--- config.mk ---
export PLATFORM = sky130hd
export DESIGN_NAME = sio_port
export DESIGN_NICKNAME = d
export VERILOG_FILES = /design/src/rtl/sio_pkg.sv /design/src/rtl/sio_sync.sv /design/src/rtl/sio_edge_gen.sv /design/src/rtl/sio_shifter.sv /design/src/rtl/sio_port.sv
export SDC_FILE = /design/constraint.sdc
export NUM_CORES = 1
export LEC_CHECK = 0
export BUFFER_PORTS_ARGS = -buffer_cell sky130_fd_sc_hd__buf_2
export CAP_MARGIN = 20
export CORE_MARGIN = 2
export CORE_UTILIZATION = 41
export CTS_CLUSTER_SIZE = 30
export DETAILED_ROUTE_END_ITERATION = 10
export SKIP_LAST_GASP = 1
export SYNTH_ARGS = -nofsm -noshare
export SYNTH_HDL_FRONTEND = slang
export SYNTH_HIERARCHICAL = 1
export SYNTH_SLANG_ARGS = --single-unit
--- constraint.sdc ---
create_clock -name clk -period 2.8 [get_ports clk]
set_clock_uncertainty 0.05 [all_clocks]
set_input_delay 0.14 -clock clk [delete_from_list [all_inputs] [get_ports clk]]
set_output_delay 0.14 -clock clk [all_outputs]
set_load 0.05 [all_outputs]
--- src/rtl/sio_pkg.sv ---
package sio_pkg;
  localparam int DIV_W = 3;

  typedef enum logic [1:0] {
    SRC_INT = 2'd0,
    SRC_EXT = 2'd1,
    SRC_TMR = 2'd2,
    SRC_OFF = 2'd3
  } sck_src_e;

  typedef struct packed {
    logic [DIV_W-1:0] div;
    sck_src_e         src;
    logic             lsb_first;
    logic             tx_en;
  } mode_t;

  localparam int MODE_W = $bits(mode_t);
endpackage

--- src/rtl/sio_sync.sv ---
module sio_sync #(
  parameter int   STAGES  = 2,
  parameter logic RST_VAL = 1'b0
) (
  input  logic clk,
  input  logic rst_n,
  input  logic d,
  output logic q
);
  logic [STAGES-1:0] chain_q;
  logic [STAGES-1:0] chain_n;

  generate
    if (STAGES == 1) begin : g_one
      always_comb chain_n = d;
    end else begin : g_many
      always_comb chain_n = {chain_q[STAGES-2:0], d};
    end
  endgenerate

  always_ff @(posedge clk or negedge rst_n) begin
    if (!rst_n) chain_q <= {STAGES{RST_VAL}};
    else        chain_q <= chain_n;
  end

  assign q = chain_q[STAGES-1];
endmodule

--- src/rtl/sio_edge_gen.sv ---
module sio_edge_gen
  import sio_pkg::*;
#(
  parameter int DW          = 3,
  parameter int SYNC_STAGES = 2
) (
  input  logic          clk,
  input  logic          rst_n,
  input  logic          run,
  input  sck_src_e      src,
  input  logic [DW-1:0] div,
  input  logic          tmr_tick,
  input  logic          sck_in,
  output logic          sck_out,
  output logic          sck_oe,
  output logic          rise,
  output logic          fall
);
  logic [DW-1:0] div_cnt_q, div_cnt_n;
  logic          sck_q, sck_n;
  logic          sck_s, sck_p_q;
  logic          tick, ext_rise, ext_fall;

  sio_sync #(.STAGES(SYNC_STAGES), .RST_VAL(1'b1)) u_sck_sync (
    .clk(clk), .rst_n(rst_n), .d(sck_in), .q(sck_s)
  );

  always_comb begin
    tick = run && (((src == SRC_INT) && (div_cnt_q == div)) ||
                   ((src == SRC_TMR) && tmr_tick));
    if (!run || (src != SRC_INT) || (div_cnt_q == div)) div_cnt_n = '0;
    else                                                div_cnt_n = div_cnt_q + 1'b1;
    if (!run)      sck_n = 1'b1;
    else if (tick) sck_n = ~sck_q;
    else           sck_n = sck_q;
    ext_rise = run && (src == SRC_EXT) && sck_s && !sck_p_q;
    ext_fall = run && (src == SRC_EXT) && !sck_s && sck_p_q;
  end

  always_ff @(posedge clk or negedge rst_n) begin
    if (!rst_n) begin
      div_cnt_q <= '0;
      sck_q     <= 1'b1;
      sck_p_q   <= 1'b1;
    end else begin
      div_cnt_q <= div_cnt_n;
      sck_q     <= sck_n;
      sck_p_q   <= sck_s;
    end
  end

  assign rise    = (tick && !sck_q) || ext_rise;
  assign fall    = (tick && sck_q) || ext_fall;
  assign sck_out = sck_q;
  assign sck_oe  = (src != SRC_EXT);

  assert_sck_idle_high_R6: assert property (@(posedge clk) disable iff (!rst_n)
    !run |-> sck_out) else $error("SCK not high while idle");
  assert_oe_ext_R8: assert property (@(posedge clk) disable iff (!rst_n)
    (src == SRC_EXT) |-> !sck_oe) else $error("SCK driven in external mode");
endmodule

--- src/rtl/sio_shifter.sv ---
module sio_shifter #(
  parameter int W = 8
) (
  input  logic         clk,
  input  logic         rst_n,
  input  logic         start,
  input  logic         load,
  input  logic [W-1:0] wdata,
  input  logic         rise,
  input  logic         fall,
  input  logic         si,
  input  logic         lsb_first,
  input  logic         tx_en,
  output logic [W-1:0] rx_data,
  output logic         busy,
  output logic         irq,
  output logic         so
);
  localparam int CW = $clog2(W + 1);

  logic [W-1:0]  sr_q, sr_n;
  logic [CW-1:0] cnt_q, cnt_n;
  logic          busy_q, busy_n;
  logic          irq_q, irq_n;
  logic          so_q, so_n;

  always_comb begin
    sr_n   = sr_q;
    cnt_n  = cnt_q;
    busy_n = busy_q;
    irq_n  = 1'b0;
    so_n   = so_q;
    if (!busy_q) begin
      if (start) begin
        sr_n   = wdata;
        cnt_n  = '0;
        busy_n = 1'b1;
      end else if (load) begin
        sr_n = wdata;
      end
    end else begin
      if (fall && tx_en) so_n = lsb_first ? sr_q[0] : sr_q[W-1];
      if (rise) begin
        sr_n  = lsb_first ? {si, sr_q[W-1:1]} : {sr_q[W-2:0], si};
        cnt_n = cnt_q + 1'b1;
        if (cnt_q == CW'(W - 1)) begin
          busy_n = 1'b0;
          irq_n  = 1'b1;
        end
      end
    end
  end

  always_ff @(posedge clk or negedge rst_n) begin
    if (!rst_n) begin
      sr_q   <= '0;
      cnt_q  <= '0;
      busy_q <= 1'b0;
      irq_q  <= 1'b0;
      so_q   <= 1'b1;
    end else begin
      sr_q   <= sr_n;
      cnt_q  <= cnt_n;
      busy_q <= busy_n;
      irq_q  <= irq_n;
      so_q   <= so_n;
    end
  end

  assign rx_data = sr_q;
  assign busy    = busy_q;
  assign irq     = irq_q;
  assign so      = so_q;

  assert_irq_single_R3: assert property (@(posedge clk) disable iff (!rst_n)
    irq_q |=> !irq_q) else $error("irq longer than one cycle");
  assert_end_with_irq_R3: assert property (@(posedge clk) disable iff (!rst_n)
    $fell(busy_q) |-> irq_q) else $error("transfer ended without irq");
  assert_bit_count_R3: assert property (@(posedge clk) disable iff (!rst_n)
    busy_q |-> (cnt_q < CW'(W))) else $error("bit count past byte size");
  assert_rx_only_so_R9: assert property (@(posedge clk) disable iff (!rst_n)
    (busy_q && !tx_en) |=> $stable(so_q)) else $error("SO moved in receive-only mode");
endmodule

--- src/rtl/sio_port.sv ---
module sio_port
  import sio_pkg::*;
#(
  parameter int DATA_W      = 8,
  parameter int SYNC_STAGES = 2
) (
  input  logic              clk,
  input  logic              rst_n,
  input  logic              reg_we,
  input  logic              reg_sel,
  input  logic [DATA_W-1:0] reg_wdata,
  output logic [DATA_W-1:0] reg_rdata,
  input  logic              sck_in,
  output logic              sck_out,
  output logic              sck_oe,
  input  logic              si,
  output logic              so,
  input  logic              tmr_tick,
  output logic              irq
);
  mode_t             mode_q, mode_n;
  logic              busy;
  logic              wr_data, start, load;
  logic              rise, fall;
  logic              si_s, si_use;
  logic [DATA_W-1:0] rx_data;
  logic              unused_wbits;

  assign unused_wbits = ^reg_wdata[DATA_W-1:MODE_W];

  always_comb begin
    wr_data = reg_we && reg_sel;
    start   = wr_data && !busy && (mode_q.src != SRC_OFF);
    load    = wr_data && !busy && (mode_q.src == SRC_OFF);
    if (reg_we && !reg_sel && !busy) mode_n = mode_t'(reg_wdata[MODE_W-1:0]);
    else                             mode_n = mode_q;
    si_use  = (mode_q.src == SRC_EXT) ? si_s : si;
    reg_rdata = reg_sel ? rx_data : DATA_W'(mode_q);
  end

  always_ff @(posedge clk or negedge rst_n) begin
    if (!rst_n) mode_q <= '0;
    else        mode_q <= mode_n;
  end

  sio_sync #(.STAGES(SYNC_STAGES), .RST_VAL(1'b0)) u_si_sync (
    .clk(clk), .rst_n(rst_n), .d(si), .q(si_s)
  );

  sio_edge_gen #(.DW(DIV_W), .SYNC_STAGES(SYNC_STAGES)) u_edge (
    .clk(clk), .rst_n(rst_n), .run(busy), .src(mode_q.src), .div(mode_q.div),
    .tmr_tick(tmr_tick), .sck_in(sck_in), .sck_out(sck_out), .sck_oe(sck_oe),
    .rise(rise), .fall(fall)
  );

  sio_shifter #(.W(DATA_W)) u_shift (
    .clk(clk), .rst_n(rst_n), .start(start), .load(load), .wdata(reg_wdata),
    .rise(rise), .fall(fall), .si(si_use), .lsb_first(mode_q.lsb_first),
    .tx_en(mode_q.tx_en), .rx_data(rx_data), .busy(busy), .irq(irq), .so(so)
  );

  assert_mode_frozen_R10: assert property (@(posedge clk) disable iff (!rst_n)
    (busy && $past(busy)) |-> $stable(mode_q)) else $error("mode changed mid-transfer");
  assert_irq_idle_R3: assert property (@(posedge clk) disable iff (!rst_n)
    irq |-> !busy) else $error("irq while still busy");
endmodule

## Yosys cells after proc, flatten, opt, wreduce, memory -nomap -nowiden

Cells that the tools add are included.
W data, S select, Z words.

| operators by class | value |
|---|---|
| equal/unequal tests | 9 |
| bitwise gates (word level) | 1 |
| reduce and logical (&&, ||, !) cells | 34 |
| $lt $le $gt $ge | 0 |
| multiply operators | 0 |
| muxes and demuxes | 21 |
| divide/modulo/power cells | 0 |
| add/sub/neg operators | 2 |
| shift-type cells | 0 |

Operators with widths:

| operator | count |
|---|---|
| $mux W8 | 6 |
| $logic_and A1 B1 Y1 | 17 |
| $mux W4 | 3 |
| $mux W1 | 11 |
| $reduce_and A2 Y1 | 3 |
| $logic_not A1 Y1 | 5 |
| $logic_or A1 B1 Y1 | 5 |
| $add A4 B1 Y4 const B | 1 |
| $eq A2 B2 Y1 const B | 2 |
| $eq A4 B3 Y1 const B | 1 |
| $ne A2 B1 Y1 const B | 2 |
| $ne A2 B2 Y1 const B | 2 |
| $reduce_bool A2 Y1 | 2 |
| $add A3 B1 Y3 const B | 1 |
| $eq A3 B3 Y1 | 1 |
| $mux W3 | 1 |
| $reduce_bool A3 Y1 | 1 |
| $eq A2 B1 Y1 const B | 1 |
| $logic_not A2 Y1 | 1 |
| $not A1 Y1 | 1 |

| word-level totals | value |
|---|---|
| latch bits | 0 |
| memories kept | 0 |
| flip-flop bits (word level) | 31 |
| output and inout port bits | 12 |
| logic and storage cells | 81 |
| RAM bits | 0 |
| input port bits | 15 |
| bits in read-only memories | 0 |

## Depth between registers and ports, before layout

Gate-level depths: netlist of the first run.

| logic depth | value |
|---|---|
| depth after elaboration | 8 |
| depth in mapped cells | 7 |
| gate-level depth less buffers | 6 |

## Hierarchy

Netlist of the first run, hierarchy kept.

By module, submodules not included:

| module | cells an instance | area each (um2) | seq. area each (um2) | times used |
|---|---|---|---|---|
| sio_shifter | 69 | 792.0 | 376.6 | 1 |
| sio_port | 30 | 407.9 | 175.2 | 1 |
| sio_edge_gen | 28 | 287.8 | 127.6 | 1 |
| sio_sync at u_edge.u_sck_sync | 2 | 52.6 | 52.6 | 1 |
| sio_sync at u_si_sync | 2 | 50.0 | 50.0 | 1 |

## Worst setup path before layout of the first run

OpenSTA, ideal clock, no wires.

| path | value |
|---|---|
| kind | register to register |
| start point | register mode_q[3] (netlist bit) |
| end point | register u_shift.sr_q[7], in the netlist u_shift/rx_data[7] |
| buffers on the path | 1 |
| required time | 2,624 ps |
| cell stages (with the launch flop) | 8 |
| clock period less this slack | 2,018 ps |
| arrival | 1,842 ps |
| path slack | 782 ps |
| cells stage by stage | dfrtp_1 -> or2_1 -> o41a_1 -> o32ai_1 -> buf_4 -> nand2b_1 -> o31ai_4 -> a221o_1 |

| between the ends | value |
|---|---|
| word-level cells in the longest chain between the ends | 8 |
| elaborated cells on any way between the ends | 24 |

Ends and longest elaborated chain:

| what | RTL line | text |
|---|---|---|
| from (decl) | sio_port.sv:21 | `mode_t mode_q, mode_n;` |
| from (signal assigned) | sio_port.sv:43 | `else mode_q <= mode_n;` |
| $eq A2 B2 Y1 / $logic_not A2 Y1 (equally long branches) | sio_edge_gen.sv:30, sio_edge_gen.sv:29 |  |
| $logic_and A1 B1 Y1 (on tied branches) | sio_edge_gen.sv:30, sio_edge_gen.sv:29 |  |
| $logic_or A1 B1 Y1 | sio_edge_gen.sv:29 | `tick = run && (((src == SRC_INT) && (div_cnt_q == div)) \|\|` |
| $logic_and A1 B1 Y1 | sio_edge_gen.sv:29 |  |
| $logic_and A1 B1 Y1 | sio_edge_gen.sv:52 | `assign rise = (tick && !sck_q) \|\| ext_rise;` |
| $logic_or A1 B1 Y1 (*) | sio_edge_gen.sv:52 |  |
| net rise | sio_port.sv:24 | `logic rise, fall;` |
| $ne A2 B2 Y1 (no source line) (*) | - |  |
| $reduce_and A2 Y1 (no source line) (*) | - |  |
| to (signal assigned) | sio_shifter.sv:62 | `sr_q <= sr_n;` |
| to (decl) | sio_shifter.sv:21 | `logic [W-1:0] sr_q, sr_n;` |

The timed path passes the listed nets; every way through them passes the cells marked *. The select of a mux whose other input is x is not followed.
A chain may end at the register's enable or synchronous reset.

## Worst setup path in the final report of the first run

| path | value |
|---|---|
| start point | register mode_q[3] (netlist bit) |
| end point | register u_shift.sr_q[4], in the netlist u_shift/rx_data[4] |

The elaborated chain is that of the path after synthesis.

==> results.yml, run 1 <==
floorplanning:
  die_h_um: 66.3
  rows: 22
  pin_count: 27
  coreArea_um2: 3690
  start_util_pct: 43.1
  die_area_um2: 4390
  die_x_um: 66.3
worst_setup_path:
  timing.rr.start: "mode_q[3]"
  path_class: "register to register"
  startpoint: "mode_q[3]"
  worstPathRequired_ns: 2.91
  cp.arrival_ns: 2.32
  endpoint_kind: "register"
  cp_max_fo: 10
  start_kind: "register"
  rrSetupSlack_ns: 0.59
clocking:
  clockBufferDepth: 2
  cts_tree: "built"
  postCtsSetupBuffers: 0
  clock-sinks: 31
  h-tree-depth: 2
  cts_resized: 0
  numCtsBuffers: 5
  ctsHoldBuffers: 3
  clk_pin_slew_worst_paths_ns: 0.06
  clk_latency_ns: 0.28
  root_buffer: "clkbuf_8"
synth:
  synthCells: 131
  postSynthAreaPerCell_um2: 12.1
  synthAdderAreaFrac_pct: 1.57
  ys_ff_latch: 31
  synth_xor_area_share_pct: 3.86
  async_reset_ff_share_pct: 100
  synthMuxAreaShare_pct: 17.7
  synth_simple_gate_area_share_pct: 13.5
  synth_top_family_by_area: "multiplexers"
  ys.warnings.count: 6
  synth-main-ff-cell: "dfrtp_1"
  synth-compound-area-share_pct: 11.3
  synth_edf_count: 0
  syn_nets: 148
  seq_area_frac_synth_pct: 49.2
  ys_types: 35
  synth_area_um2: 1590
final_layout:
  nFillCells: 359
  fin_area_um2: 1870
  final_layout_size_suffix_gt1_share_pct: 36.1
  multi_input_area_um2: 762
  nets: 182
  n_antenna_cell: 0
  regArea_um2: 782
  mostFrequentLayoutCells: "buf_2, dfrtp_1, mux2_2, nor2_1, mux2i_1"
  area_growth_syn_to_layout_pct: 17.6
sta:
  fmax_ghz: 0.453
  slew_violations: 0
  grt_setup_unrepaired: "false"
  max_slew_margin_pct: 54.5
  hold_viol: 0
  fin_tns_setup_ns: 0
  period_share_pct: 78.9
  setup_violations: 0
  finalCriticalPeriod_ns: 2.21
  worstMarginPinSlew_ns: 0.683
placed_design:
  postPlaceCellArea_um2: 1760
  place_hpwl_um: 2330
  gp_congestion: 0.802
  port_buffers: 26
hold_path:
  hp-start: "reg_wdata[7]"
  hold_class: "input pin to register"
global_route:
  track_usage_pct: 16.7
  grt_pass1_vias: 1099
  grt_start_max_net_pins: 32
  grt_pass1_wl_um: 5330
  antenna_found_initial: 0
  gr-total-overflow: 0
drt:
  avgRoutedWirePerCell_um: 15.6
  ant_nets: 0
  totalWireLength_um: 3330
  via_per_inst: 5.39
  drc_errors: 0
  initialDrtViolationCount: 60
  vias: 1153
  firstDrtPassIters: 4
job:
  maxCapViolCount: 0
power:
  netSwitchingFraction_pct: 43.5
  vdd_ir_drop_max_v: 0.000382
  internal_power_mw: 1.16
  leakage_nw: 0.857
  comb_power_share_pct: 44.5
  p_seq_share_pct: 39.5
  power.switching_uw: 895
  power.density_nw_per_um2: 1100
  p_clk_share_pct: 16.0
run_status:
  status: "complete, no violations"
[registers in the layout (all words and copies together), names as in the netlist]
name,flops
mode_q,7
u_edge/div_cnt_q,3
u_edge/sck_out,1
u_edge/sck_p_q,1
u_edge/u_sck_sync/chain_q,2
u_shift/busy,1
u_shift/cnt_q,4
u_shift/irq,1
u_shift/rx_data,8
u_shift/so,1
u_si_sync/chain_q,2
[metrics by stage]
| step | power [mW] | cells | hold slack, ns | setup slack (ns) | utilization, % |
|---|---|---|---|---|---|
| 4_1_cts | 2.08 | 214 | 0.0296 | 0.588 | 50.7 |
| 5_1_grt | 2.20 | 214 | 0.0495 | 0.486 | 50.7 |
| 2_1_floorplan | 1.53 | 131 | -0.206 | 0.782 | - |
| 6_report | 2.06 | 214 | 0.0394 | 0.591 | 50.7 |
| 3_3_place_gp | 1.70 | 203 | 0.169 | 0.657 | 47.7 |
| 3_5_place_dp | 1.73 | 203 | 0.166 | 0.598 | 47.7 |
[final cells by class]
| cell class | instances | area share, % |
|---|---|---|
| multi-input combinational | 93 | 40.7 |
| sequential | 31 | 41.8 |
| clock buffer | 8 | 4.28 |
| timing repair buffer | 31 | 9.36 |
| tap | 48 | 3.21 |
| inverter | 3 | 0.602 |
[Yosys cell counts, types with 3 or more instances]
| master | n | area share, % |
|---|---|---|
| xor2_1 | 4 | 2.2 |
| dfstp_2 | 5 | 8.3 |
| nand2_1 | 6 | 1.4 |
| inv_1 | 3 | 0.71 |
| nor2_1 | 16 | 3.8 |
| dfrtp_1 | 26 | 41 |
| xnor2_1 | 3 | 1.7 |
| a221o_1 | 8 | 5.0 |
| nand3b_1 | 3 | 1.4 |
| nand2b_1 | 4 | 1.6 |
| mux2_2 | 16 | 11 |
| mux2i_1 | 9 | 5.7 |
[path summary, 6_finish.rpt]
check	cells past startpoint	to
setup / recovery	7	u_shift/rx_data[4]
hold / removal	2	u_shift/rx_data[7]
setup reg to reg	7	u_shift/rx_data[4]
hold reg to reg	0	u_edge/u_sck_sync/chain_q[1]
max in group asynchronous	2	u_shift/cnt_q[3]
min in group asynchronous	2	u_shift/rx_data[1]
[power groups by stage]
stage / sequential, mW / clock [mW] / combinational (mW)
finish: 0.812 / 0.330 / 0.916
global route: 0.836 / 0.369 / 0.991
CTS: 0.811 / 0.346 / 0.922
detailed placement: 0.820 / 0 / 0.909
global placement: 0.807 / 0 / 0.895
floorplan: 0.782 / 0 / 0.746
[worst max-delay path: stages (launching register included)]
cell      delay, ns
dfrtp_1        0.47
or2_1          0.26
o41a_1         0.36
o32ai_1        0.14
buf_4          0.19
nand2b_1       0.16
o31ai_4        0.13
a221o_1        0.33
[cells by family (layout without fill, tap and decap cells)]
logic type	Yosys count	count (layout)
buffers and inverters	7	42
adders and majority gates	2	2
xor gates and xnor gates	7	7
AOI/OAI and AO/OA	19	19
and+or+nand+nor	39	39
muxes	26	26
DFF	31	31
[layer usage]
layer / global-route usage [%] / part of all wire [%] / vias up
li1: - / - / 541
met3: 6.30 / 6.2 / 7
met4: 6.89 / 1.7 / 0
met1: 21.5 / 46 / 574
met2: 25.3 / 46 / 31
met5: 0 / 0 / -
(Power assumes the default switching activity.)
==> run 2: changes to the inputs <==
==> constraint.sdc (replaced) <==
create_clock -name clk -period 2.2 [get_ports clk]
set_clock_uncertainty 0.05 [all_clocks]
set_input_delay 0.11 -clock clk [delete_from_list [all_inputs] [get_ports clk]]
set_output_delay 0.11 -clock clk [all_outputs]
set_load 0.05 [all_outputs]
==> run 2 against run 1 <==
  * Combinational power up 39%
  * Critical path depth down 1
  * First-iteration DRC count fell by 33%
  * Via count fell by 1.0%
  * Sequential share of layout area decreased by 1.3 points
  * Largest power group unchanged
  * Highest routed layer unchanged
==> results.yml, run 2 (synthesis results as in run 1) <==
final_layout:
  area_growth_syn_to_layout_pct: 21.4
  final_layout_size_suffix_gt1_share_pct: 38.6
  nets: 187
  n_antenna_cell: 0
  mostFrequentLayoutCells: "buf_2, dfrtp_1, mux2_2, nor2_1, mux2i_1"
  largest_register_ff_count: 8
  nFillCells: 343
clocking:
  clockBufferDepth: 2
  cts_tree: "built"
  clk_latency_ns: 0.28
  cts_resized: 0
  postCtsSetupBuffers: 0
  root_buffer: "clkbuf_8"
  clock-sinks: 31
  h-tree-depth: 2
  ctsHoldBuffers: 4
  clk_pin_slew_worst_paths_ns: 0.07
  numCtsBuffers: 5
floorplanning:
  rows: 22
  die_x_um: 66.3
  coreArea_um2: 3690
  die_area_um2: 4390
  start_util_pct: 43.1
  die_h_um: 66.3
  pin_count: 27
worst_setup_path:
  slowest_stage: "o41a_1"
  path_class: "register to register"
  cp_top_family: "compound AO/OA/AOI/OAI gates"
  start_kind: "register"
  cp_max_fo: 5
  endpoint_kind: "register"
  worstPathCellList: "xor2_1, o41a_1, o32ai_1, buf_4, mux2_2, a22o_1"
  cp_num_buf_inv: 1
  critPathMaxStageDelay_ns: 0.46
  cp.arrival_ns: 2.21
  worstPathRequired_ns: 2.32
drt:
  totalWireLength_um: 3320
  initialDrtViolationCount: 40
  drc_errors: 0
  avgRoutedWirePerCell_um: 15.2
  via_per_inst: 5.21
  firstDrtPassIters: 4
  ant_nets: 0
  vias: 1141
power:
  power.density_nw_per_um2: 1410
  leakage_nw: 0.893
  vdd_ir_drop_max_v: 0.000572
sta:
  finalCriticalPeriod_ns: 2.09
  fmax_ghz: 0.479
  hold_viol: 0
  slew_violations: 0
  period_share_pct: 94.8
  fin_tns_setup_ns: 0
  setup_violations: 0
  worstMarginPinSlew_ns: 0.681
  grt_setup_unrepaired: "false"
  holdWs_ns: 0.0261
  max_slew_margin_pct: 54.0
  setup_slack_ns: 0.114
global_route:
  grt_pass1_wl_um: 5490
  antenna_found_initial: 0
  grt_pass1_vias: 1150
  grt_start_max_net_pins: 32
  track_usage_pct: 17.1
  gr-total-overflow: 0
placed_design:
  place_hpwl_um: 2310
  port_buffers: 26
  gp_congestion: 0.819
  post-place-ws_ns: 0.110
run_status:
  status: "complete, no violations"
hold_path:
  hold_class: "input pin to register"
job:
  maxCapViolCount: 0
[run 2: final timing paths]
check	start	cells past startpoint	slack, ns	endpoint
max	mode_q[5]	6	0.11	u_shift/cnt_q[1]
max in group asynchronous	rst_n	2	1.30	u_shift/cnt_q[1]
min	reg_wdata[0]	2	0.03	u_shift/rx_data[0]
min reg2reg	u_edge/u_sck_sync/chain_q[0]	0	0.30	u_edge/u_sck_sync/chain_q[1]
max reg2reg	mode_q[5]	6	0.11	u_shift/cnt_q[1]
min in group asynchronous	rst_n	2	0.36	mode_q[3]
[run 2: cell type report]
type                       instances  area, µm²  area share (%)
inverter                           3       11.3           0.583
tap                               48       60.1            3.11
timing repair buffer              36        215            11.1
sequential                        31        782            40.5
clock buffer                       8        100            5.18
multi-input combinational         93        762            39.5
[run 2: per-stage QoR]
step	power (mW)	utilization (%)	cells	cell area [µm²]
2_1_floorplan	1.94	-	131	1590
3_3_place_gp	2.22	48.5	207	1790
3_5_place_dp	2.25	48.5	207	1790
4_1_cts	2.76	52.3	219	1930
5_1_grt	2.92	52.3	219	1930
6_report	2.73	52.3	219	1930
[run 2: report_power, final]
part / switching (mW) / total (mW) / internal (mW) / leakage, nW
combinational: 0.738 / 1.27 / 0.528 / 0.456
sequential: 0.203 / 0.970 / 0.767 / 0.386
clock: 0.206 / 0.491 / 0.285 / 0.0515
total: 1.15 / 2.73 / 1.58 / 0.893
[run 2: routing by layer]
layer | vias to the layer above | global-route usage [%] | wire [µm] | share of wire [%]
met1 | 550 | 23.1 | 1550 | 47
li1 | 551 | - | - | -
met2 | 32 | 25.0 | 1530 | 46
met4 | 0 | 8.42 | 69 | 2.1
met5 | - | 0 | 0 | 0
met3 | 8 | 4.77 | 174 | 5.2
==> run 3: changes to the inputs <==
--- a/config.mk
+++ b/config.mk
@@ -5,6 +5,7 @@
 export SDC_FILE = /design/constraint.sdc
 export NUM_CORES = 1
 export LEC_CHECK = 0
+export ABC_AREA = 1
 export BUFFER_PORTS_ARGS = -buffer_cell sky130_fd_sc_hd__buf_2
 export CAP_MARGIN = 20
 export CORE_MARGIN = 2
==> run 3 against run 2 <==
  * Final area rose by 6.2%
  * Largest cell class is now multi-input gates
  * Largest power group unchanged
  * First-iteration DRC count rose by 88%
  * Clock power fell by 12%
  * Cell count rose by 48%
  * Global-route usage rose by 1.3 points
  * Die area rose by 11%
  * Setup slack improved by 0.43 ns
  * Wire length rose by 24%
  * Maximum frequency rose by 26%
==> results.yml, run 3 <==
run_status:
  status: "complete, no violations"
clocking:
  clk_pin_slew_worst_paths_ns: 0.07
  ctsHoldBuffers: 3
  postCtsSetupBuffers: 0
  root_buffer: "clkbuf_8"
  clk_latency_ns: 0.28
  h-tree-depth: 2
  clockBufferDepth: 2
  cts_tree: "built"
  clock-sinks: 31
  cts_resized: 0
  numCtsBuffers: 5
final_layout:
  final_common_cell: "nand2_1"
  area_growth_syn_to_layout_pct: 15.4
  n_antenna_cell: 0
  largest_register_ff_count: 8
  mostFrequentLayoutCells: "nand2_1, buf_2, dfrtp_1, inv_1, nand3_1"
  fin_area_um2: 2050
  final_layout_size_suffix_gt1_share_pct: 21.5
  instances_no_fill: 325
  nets: 291
synth:
  postSynthAreaPerCell_um2: 7.34
  synth_top_family_by_area: "simple AND/OR/NAND/NOR gates"
  synth_top_cell_by_area: "dfrtp_1"
  ys_top_cells_by_count: "nand2_1, dfrtp_1, inv_1, nand3_1, nor2_1"
  synthCells: 242
  ys_types: 25
  synth_top_area_share_pct: 36.6
  synth_xor_area_share_pct: 1.41
  synth.most_common_cell: "nand2_1"
  synth_edf_count: 0
  synthMuxAreaShare_pct: 0
  synth_area_um2: 1780
  ys.warnings.count: 6
  ys_ff_latch: 31
  synthAdderAreaFrac_pct: 1.41
  synth-main-ff-cell: "dfrtp_1"
  syn_nets: 259
  synth-compound-area-share_pct: 2.75
  async_reset_ff_share_pct: 100
  synth_simple_gate_area_share_pct: 41.9
  synthTopCellsByArea: "dfrtp_1, nand2_1, dfstp_2"
  seq_area_frac_synth_pct: 44.0
sta:
  finalCriticalPeriod_ns: 1.66
  slew_violations: 0
  period_share_pct: 75.4
  worstMarginPinSlew_ns: 0.720
  fmax_ghz: 0.602
  fin_tns_setup_ns: 0
  max_slew_margin_pct: 52.0
  hold_viol: 0
  setup_violations: 0
  grt_setup_unrepaired: "false"
worst_setup_path:
  r2r_cells: 11
  worstPathRequired_ns: 2.37
  cp.arrival_ns: 1.83
  path_class: "register to register"
  cp_max_fo: 9
  endpoint_kind: "register"
  timing.rr.start: "mode_q[5]"
  timing.rr.end: "u_shift/rx_data[3]"
  start_kind: "register"
  rrSetupSlack_ns: 0.54
drt:
  vias: 1598
  avgRoutedWirePerCell_um: 12.7
  ant_nets: 0
  initialDrtViolationCount: 75
  via_per_inst: 4.92
  totalWireLength_um: 4130
  firstDrtPassIters: 4
  drc_errors: 0
placed_design:
  gp_congestion: 0.838
  port_buffers: 26
  dpl.cell_count: 314
  postPlaceCellArea_um2: 1940
  place_hpwl_um: 2940
power:
  leakage_nw: 1.15
  fin_total_pwr_mw: 3.02
  vdd_ir_drop_max_v: 0.000612
  power.density_nw_per_um2: 1470
floorplanning:
  start_util_pct: 43.5
  die_h_um: 69.8
  coreArea_um2: 4090
  die_x_um: 69.8
  rows: 23
  pin_count: 27
  die_area_um2: 4880
hold_path:
  hp-start: "reg_wdata[4]"
  whs_path_depth: 3
  hold_class: "input pin to register"
  whs_endpoint: "mode_q[4]"
global_route:
  gr-total-overflow: 0
  antenna_found_initial: 0
  grt_pass1_vias: 1441
  track_usage_pct: 18.4
  grt_start_max_net_pins: 32
  grt_pass1_wl_um: 6930
job:
  maxCapViolCount: 0
run 3: cell types whose count changed in the layout (fill, tap and decap cells not counted), sizes merged, moves of 8 or more:
cell and delta:
mux2i -9, mux2 -17, a221o -8, inv +25, nand2 +105, nand4 +8, nand3 +25
run 3: how the worst max path moves through the flow:
stage          cells past startpoint  startpoint                  to  slack, ns
5_1_grt                           11   mode_q[3]  u_shift/rx_data[4]       0.39
3_3_place_gp                      11   mode_q[5]  u_shift/rx_data[3]       0.59
4_1_cts                           11   mode_q[5]  u_shift/rx_data[3]       0.54
2_1_floorplan                     10   mode_q[2]  u_shift/rx_data[0]       0.41
6_report                          11   mode_q[5]  u_shift/rx_data[3]       0.54
3_5_place_dp                      11   mode_q[5]  u_shift/rx_data[2]       0.56
run 3: final cells by class:
type                    count  area, µm²
clock buffers               8       80.1
fillers                   414       2040
inverters                  28        108
multi-input cells         177        843
flip-flops and latches     31        782
well taps                  50       62.6
repair buffers             31        175
run 3: worst max-delay path, stage by stage (launching register included):
cell and delay, ns:
dfrtp_1 0.42, xnor2_2 0.19, nand3_2 0.11, nand2_2 0.08, nand3_1 0.07, o21ai_1 0.08
nand2_1 0.11, nand2_2 0.15, inv_4 0.08, nand2_4 0.11, nand2_1 0.07, nand2_1 0.06
run 3: kinds of logic (layout without fill, tap and decap cells):
logic type / count (synthesis) / after routing
compound gates: 9 / 9
flops: 31 / 31
fa+ha+maj: 2 / 2
xor+xnor: 2 / 2
simple gates: 164 / 164
buf+inv: 34 / 67
run 3: report_power, final:
group | switching [mW] | total [mW] | internal [mW]
logic | 1.09 | 1.58 | 0.490
clock network | 0.206 | 0.430 | 0.224
registers | 0.221 | 1.02 | 0.795
run 3: stage by stage:
stage / hold slack, ns / util, % / setup slack [ns]
6_report: 0.0422 / 50.2 / 0.540
5_1_grt: 0.0415 / 50.2 / 0.386
4_1_cts: 0.0378 / 50.2 / 0.539
3_5_place_dp: 0.153 / 47.5 / 0.564
3_3_place_gp: 0.151 / 47.5 / 0.592
2_1_floorplan: -0.236 / - / 0.414
run 3: layer usage:
metal	part of all wire, %	routed length (µm)	vias to the layer above	global-route usage, %
met5	0	0	-	0
met1	49	2040	737	25.0
met2	45	1840	40	27.3
met4	0.85	35	0	7.05
li1	-	-	819	-
met3	5.1	209	2	5.67
